`src/rtl/fwt_pkg.sv`:
```
package fwt_pkg;

    typedef enum logic [1:0] {
        PH_IDLE   = 2'd0,
        PH_SEARCH = 2'd1,
        PH_TRACK  = 2'd2
    } phase_e;

endpackage

```
`src/rtl/fwt_search_unit.sv`:
```
module fwt_search_unit #(
    parameter int WORD_W = 16
) (
    input  logic [WORD_W-1:0] fsw,
    input  logic [WORD_W-1:0] step,
    input  logic              dir_up,
    output logic [WORD_W-1:0] fsw_nxt,
    output logic [WORD_W-1:0] step_nxt,
    output logic              final_step
);
    // One binary-search approximation: add or remove the step, halve it.
    always_comb begin
        fsw_nxt    = dir_up ? (fsw + step) : (fsw - step);
        step_nxt   = step >> 1;
        final_step = (step == WORD_W'(1));
    end
endmodule

```
`src/rtl/fwt_track_unit.sv`:
```
module fwt_track_unit #(
    parameter int WORD_W = 16
) (
    input  logic [WORD_W-1:0] fsw,
    input  logic              dir_up,
    output logic [WORD_W-1:0] fsw_nxt
);
    localparam logic [WORD_W-1:0] TOP = '1;

    // Unit step with saturation at both ends of the range.
    always_comb begin
        fsw_nxt = fsw;
        if (dir_up) begin
            if (fsw != TOP) fsw_nxt = fsw + WORD_W'(1);
        end else begin
            if (fsw != '0)  fsw_nxt = fsw - WORD_W'(1);
        end
    end
endmodule

```
`src/rtl/fwt_extremes.sv`:
```
module fwt_extremes #(
    parameter int WORD_W = 16
) (
    input  logic              clk,
    input  logic              rst_n,
    input  logic              clear,
    input  logic              evt,
    input  logic              dir_up,
    input  logic [WORD_W-1:0] fsw,
    output logic [WORD_W-1:0] ext_lo,
    output logic [WORD_W-1:0] ext_hi,
    output logic [WORD_W-1:0] reading,
    output logic              valid
);
    typedef struct packed {
        logic [WORD_W-1:0] lo;
        logic [WORD_W-1:0] hi;
        logic              got_lo;
        logic              got_hi;
        logic              seen;
        logic              prev_up;
    } ext_t;

    ext_t    s_d, s_q;
    logic [WORD_W:0] sum;

    always_comb begin
        s_d = s_q;
        if (clear) begin
            s_d.got_lo = 1'b0;
            s_d.got_hi = 1'b0;
            s_d.seen   = 1'b0;
        end else if (evt) begin
            if (s_q.seen && !s_q.prev_up && dir_up) begin
                s_d.lo     = fsw;
                s_d.got_lo = 1'b1;
            end
            if (s_q.seen && s_q.prev_up && !dir_up) begin
                s_d.hi     = fsw;
                s_d.got_hi = 1'b1;
            end
            s_d.seen    = 1'b1;
            s_d.prev_up = dir_up;
        end
    end

    always_ff @(posedge clk or negedge rst_n) begin
        if (!rst_n) s_q <= '0;
        else        s_q <= s_d;
    end

    always_comb begin
        sum     = {1'b0, s_q.lo} + {1'b0, s_q.hi};
        reading = sum[WORD_W:1];
        ext_lo  = s_q.lo;
        ext_hi  = s_q.hi;
        valid   = s_q.got_lo & s_q.got_hi;
    end
endmodule

```
`src/rtl/freq_word_tracker.sv`:
```
module freq_word_tracker #(
    parameter int WORD_W  = 16,
    parameter int DWELL_W = 4
) (
    input  logic               clk,
    input  logic               rst_n,
    input  logic               start,
    input  logic               strobe,
    input  logic               dir_up,
    input  logic [DWELL_W-1:0] dwell,
    output logic [WORD_W-1:0]  fsw,
    output logic [1:0]         phase,
    output logic [WORD_W-1:0]  ext_lo,
    output logic [WORD_W-1:0]  ext_hi,
    output logic [WORD_W-1:0]  reading,
    output logic               reading_valid
);
    import fwt_pkg::*;

    localparam logic [WORD_W-1:0] MID_WORD   = {1'b1, {(WORD_W-1){1'b0}}};
    localparam logic [WORD_W-1:0] FIRST_STEP = {2'b01, {(WORD_W-2){1'b0}}};

    typedef struct packed {
        phase_e             phase;
        logic [WORD_W-1:0]  fsw;
        logic [WORD_W-1:0]  step;
        logic [DWELL_W-1:0] cnt;
    } state_t;

    state_t st_d, st_q;

    logic [WORD_W-1:0]  srch_fsw, srch_step, trk_fsw;
    logic               srch_final;
    logic [DWELL_W-1:0] cnt_last;
    logic               group_done;
    logic               trk_evt;

    fwt_search_unit #(.WORD_W(WORD_W)) i_search (
        .fsw        (st_q.fsw),
        .step       (st_q.step),
        .dir_up     (dir_up),
        .fsw_nxt    (srch_fsw),
        .step_nxt   (srch_step),
        .final_step (srch_final)
    );

    fwt_track_unit #(.WORD_W(WORD_W)) i_track (
        .fsw     (st_q.fsw),
        .dir_up  (dir_up),
        .fsw_nxt (trk_fsw)
    );

    always_comb begin
        cnt_last   = (dwell == '0) ? '0 : (dwell - DWELL_W'(1));
        group_done = (st_q.cnt >= cnt_last);
        trk_evt    = strobe && !start && (st_q.phase == PH_TRACK);

        st_d = st_q;
        if (start) begin
            st_d.phase = PH_SEARCH;
            st_d.fsw   = MID_WORD;
            st_d.step  = FIRST_STEP;
            st_d.cnt   = '0;
        end else if (strobe) begin
            unique case (st_q.phase)
                PH_SEARCH: begin
                    if (group_done) begin
                        st_d.fsw = srch_fsw;
                        st_d.cnt = '0;
                        if (srch_final) st_d.phase = PH_TRACK;
                        else            st_d.step  = srch_step;
                    end else begin
                        st_d.cnt = st_q.cnt + DWELL_W'(1);
                    end
                end
                PH_TRACK: st_d.fsw = trk_fsw;
                default:  ;
            endcase
        end
    end

    always_ff @(posedge clk or negedge rst_n) begin
        if (!rst_n) begin
            st_q.phase <= PH_IDLE;
            st_q.fsw   <= '0;
            st_q.step  <= '0;
            st_q.cnt   <= '0;
        end else begin
            st_q <= st_d;
        end
    end

    fwt_extremes #(.WORD_W(WORD_W)) i_extremes (
        .clk     (clk),
        .rst_n   (rst_n),
        .clear   (start),
        .evt     (trk_evt),
        .dir_up  (dir_up),
        .fsw     (st_q.fsw),
        .ext_lo  (ext_lo),
        .ext_hi  (ext_hi),
        .reading (reading),
        .valid   (reading_valid)
    );

    assign fsw   = st_q.fsw;
    assign phase = st_q.phase;

endmodule

```
`config.mk`:
```
export PLATFORM = sky130hd
export DESIGN_NAME = freq_word_tracker
export DESIGN_NICKNAME = d
export VERILOG_FILES = /design/src/rtl/fwt_pkg.sv /design/src/rtl/fwt_search_unit.sv /design/src/rtl/fwt_track_unit.sv /design/src/rtl/fwt_extremes.sv /design/src/rtl/freq_word_tracker.sv
export SDC_FILE = /design/constraint.sdc
export NUM_CORES = 1
export LEC_CHECK = 0
export BUFFER_PORTS_ARGS = -buffer_cell sky130_fd_sc_hd__buf_2
export CAP_MARGIN = 30
export CORE_ASPECT_RATIO = 0.8
export CORE_MARGIN = 2
export CORE_UTILIZATION = 45
export DETAILED_ROUTE_END_ITERATION = 8
export PLACE_DENSITY = 0.65
export SLEW_MARGIN = 15
export SYNTH_ARGS = -nofsm -noshare
export SYNTH_HDL_FRONTEND = slang
export SYNTH_SLANG_ARGS = --single-unit
```
`constraint.sdc`:
```
create_clock -name clk -period 4.23 [get_ports clk]
set_input_delay 0.6345 -clock clk [delete_from_list [all_inputs] [get_ports clk]]
set_output_delay 0.6345 -clock clk [all_outputs]
set_load 0.01 [all_outputs]
```
==> impl_metrics.csv <==
group,metric,value,unit
routing,wl_per_cell,16.0,µm
critical_path,r2r_end,"fsw[13]",
synthesis,yosysTopAreaCell,"dfrtp_1",
floorplanning,ios,76,
synthesis,synth_edf_count,0,
clock_network,cts_sinks,73,
timing,hold_violations,0,
routing,drcViolationCount,0,
finish,insertedDiodeCount,0,
place,placedCellCount,728,
synthesis,ys_seq_elements,73,
timing,max_freq,0.274,GHz
global_route,grt_overflow,0,
finish,fin_nets,643,
synthesis,async_flop_share,100,%
synthesis,yosysSeqAreaShare,34.1,%
routing,drt_iter0_markers,229,
timing,period_share,86.3,%
outcome,run_status,"completed",
clock_network,cts-buffers-inserted,9,
synthesis,syn_nets,617,
floorplanning,fp-row-count,35,
clock_network,clock_path_buffers,2,
finish,drive_gt1_share,23.5,%
timing,setup_ws,579,ps
finish,synthToLayoutAreaGrowth,8.90,%
critical_path,end_kind,"flip-flop",
hold_path,hp-class,"input port to asynchronous set/reset pin",
timing,slew_headroom,45.8,%
timing,rsz0062_at_grt,"false",
synthesis,syn_area_per_cell,9.46,µm²
synthesis,synthFlopType,"dfrtp_1",
critical_path,cp_max_fo,7,
routing,via_count,4150,
clock_network,h-tree-depth,3,
critical_path,cp.arrival,3900,ps
clock_network,path_clk_slew,60,ps
critical_path,cp-start-kind,"flip-flop",
synthesis,synth_area,5350,µm²
critical_path,cp-endpoint,"fsw[13]",
place,placed_cell_area,5480,µm²
timing,skew,5.72,ps
synthesis,yosysMostFrequentCell,"dfrtp_1",
synthesis,yosysUniqueCellTypes,60,
timing,slew_viol_final,0,
critical_path,rrSetupSlack,580,ps
critical_path,cp.required,4480,ps
power,leakage,3.09,nW
finish,fin_cells,745,
clock_network,cts_resized,0,
synthesis,synth_top_area_share,34.1,%
job,maxCapViolations,0,
global_route,grt_util_all_layers,19.1,%
clock_network,cts_setup_buffers,0,
floorplanning,die_h,102,µm
place,pre_cts_ws,738,ps
global_route,grt_pass1_vias,3824,
clock_network,insertion_delay,330,ps
timing,setup_viol,0,
synthesis,synth_common_cells,"dfrtp_1 (73), nor2_1 (56), buf_4 (50), a21oi_1 (44), ha_1 (40)",
critical_path,rr_worst_depth,14,
critical_path,timing.rr.start,"st_q[5]",
floorplanning,dieWidth,126,µm
routing,routed_wl,11.9,mm
timing,period_needed,3650,ps
routing,ant_nets,0,
global_route,grt_pass1_wl,19.4,mm
power,ir_drop,204,µV
place,dp_hpwl,8.83,mm
timing,fin_setup_tns,0,ps
global_route,grt_max_degree,42,
floorplanning,start_util,46.3,%
place,io_buffer_count,75,
synthesis,postSynthCellCount,566,
routing,drt_pass1_iterations,4,
power,p_per_area,286,nW/µm²
floorplanning,die_area,12800,µm²
floorplanning,core_area,11600,µm²
critical_path,crit_start,"st_q[5]",
routing,viasPerCell,5.57,
clock_network,cts-root-buf,"clkbuf_16",
global_route,antenna_found_initial,0,
synthesis,ys_warn_count,0,
clock_network,hold_buffers,0,
clock_network,cts_tree,"done",
synthesis,synth.area.top_cells,"dfrtp_1 (34%), ha_1 (9.3%), buf_4 (7.0%), mux2_2 (6.1%), a21oi_1 (4.1%)",
timing,worst_slew_pin_slew,810,ps
critical_path,worstSetupPathType,"flip-flop to flip-flop",
place,gp_congestion,0.898,
finish,stdcell_area,5830,µm²
==> state kept, by name, summed over array words and instances, names as in the netlist <==
name and count:
st_q 19, i_extremes.ext_lo 16, i_extremes.s_q 4, i_extremes.ext_hi 16, phase 2, fsw 16
==> area by class of cell <==
class / count / area (µm²)
Inverter: 14 / 52.6
Clock buffer: 11 / 253
Fill cell: 1123 / 5730
Multi-Input combinational cell: 414 / 3010
Sequential cell: 73 / 1830
Tap cell: 148 / 185
Clock inverter: 5 / 77.6
Timing Repair Buffer: 80 / 425
==> kinds of logic after synthesis <==
family | Yosys count | synth area share, %
flip-flops | 73 | 34.1
AND/OR/NAND/NOR | 176 | 17.1
AO/OA/AOI/OAI | 124 | 15.6
multiplexers | 41 | 8.39
buffers and inverters | 79 | 9.65
XOR/XNOR | 31 | 5.07
adder cells (fa/ha/maj) | 42 | 10.1
==> layout by cell type (no fill, tap or decap), types with 5 or more instances in the layout <==
cell,count
xor2_1,11
xnor2_1,20
nand2b_1,5
ha_1,40
mux2_2,29
nor3_1,18
mux2i_1,10
clkbuf_16,9
o21ai_0,18
nand4_1,9
a22o_1,14
nor2_1,56
buf_2,75
dfrtp_1,73
nand3_1,8
inv_1,14
nor2b_1,8
a21o_1,10
a21oi_1,44
nand2_1,39
==> worst min path at each step <==
stage,to,cells after the start,slack (ps),startpoint
final,i_extremes.ext_hi[10],1,160,rst_n
after global routing,i_extremes.ext_hi[10],1,160,rst_n
after CTS,i_extremes.ext_hi[10],1,460,rst_n
after detailed placement,i_extremes.ext_hi[3],1,520,i_extremes.ext_hi[3]
after global placement,i_extremes.ext_hi[10],1,500,i_extremes.ext_hi[10]
after floorplan,fsw[0],0,340,rst_n
==> layer usage <==
metal  track usage (%)  vias to the layer above  part of all wire (%)
met1              26.7                     2001                    50
met2              29.4                       93                    44
met4              5.49                        0                   1.3
met3              4.81                       12                   5.4
met5                 0                        -                     0
li1                  -                     2044                     -
==> stage by stage <==
stage	power [mW]	util (%)	hold slack [ps]
floorplan	0.818	-	339
global placement	0.851	47.4	504
detailed placement	0.855	47.4	518
CTS	1.69	50.3	464
global route	1.73	50.4	160
finish	1.67	50.4	162
==> critical path: stages, from the launching register on <==
cell and delay [ps]:
dfrtp_1 440, inv_1 100, ha_1 260, nand2_1 80, nor3_1 370, a21oi_1 150, xnor2_1 210, ha_1 290
a21oi_1 240, o21ai_0 110, a2111oi_0 520, a21oi_1 150, o21ai_0 140, or3b_1 350, a21oi_1 140
==> report_power, final <==
part	total (mW)	internal, mW	switching (mW)	leakage [nW]
Sequential	0.721	0.707	0.0138	1.00
Combinational	0.124	0.0463	0.0774	1.93
Clock	0.825	0.546	0.280	0.162
Power figures use the tool's default switching activity.
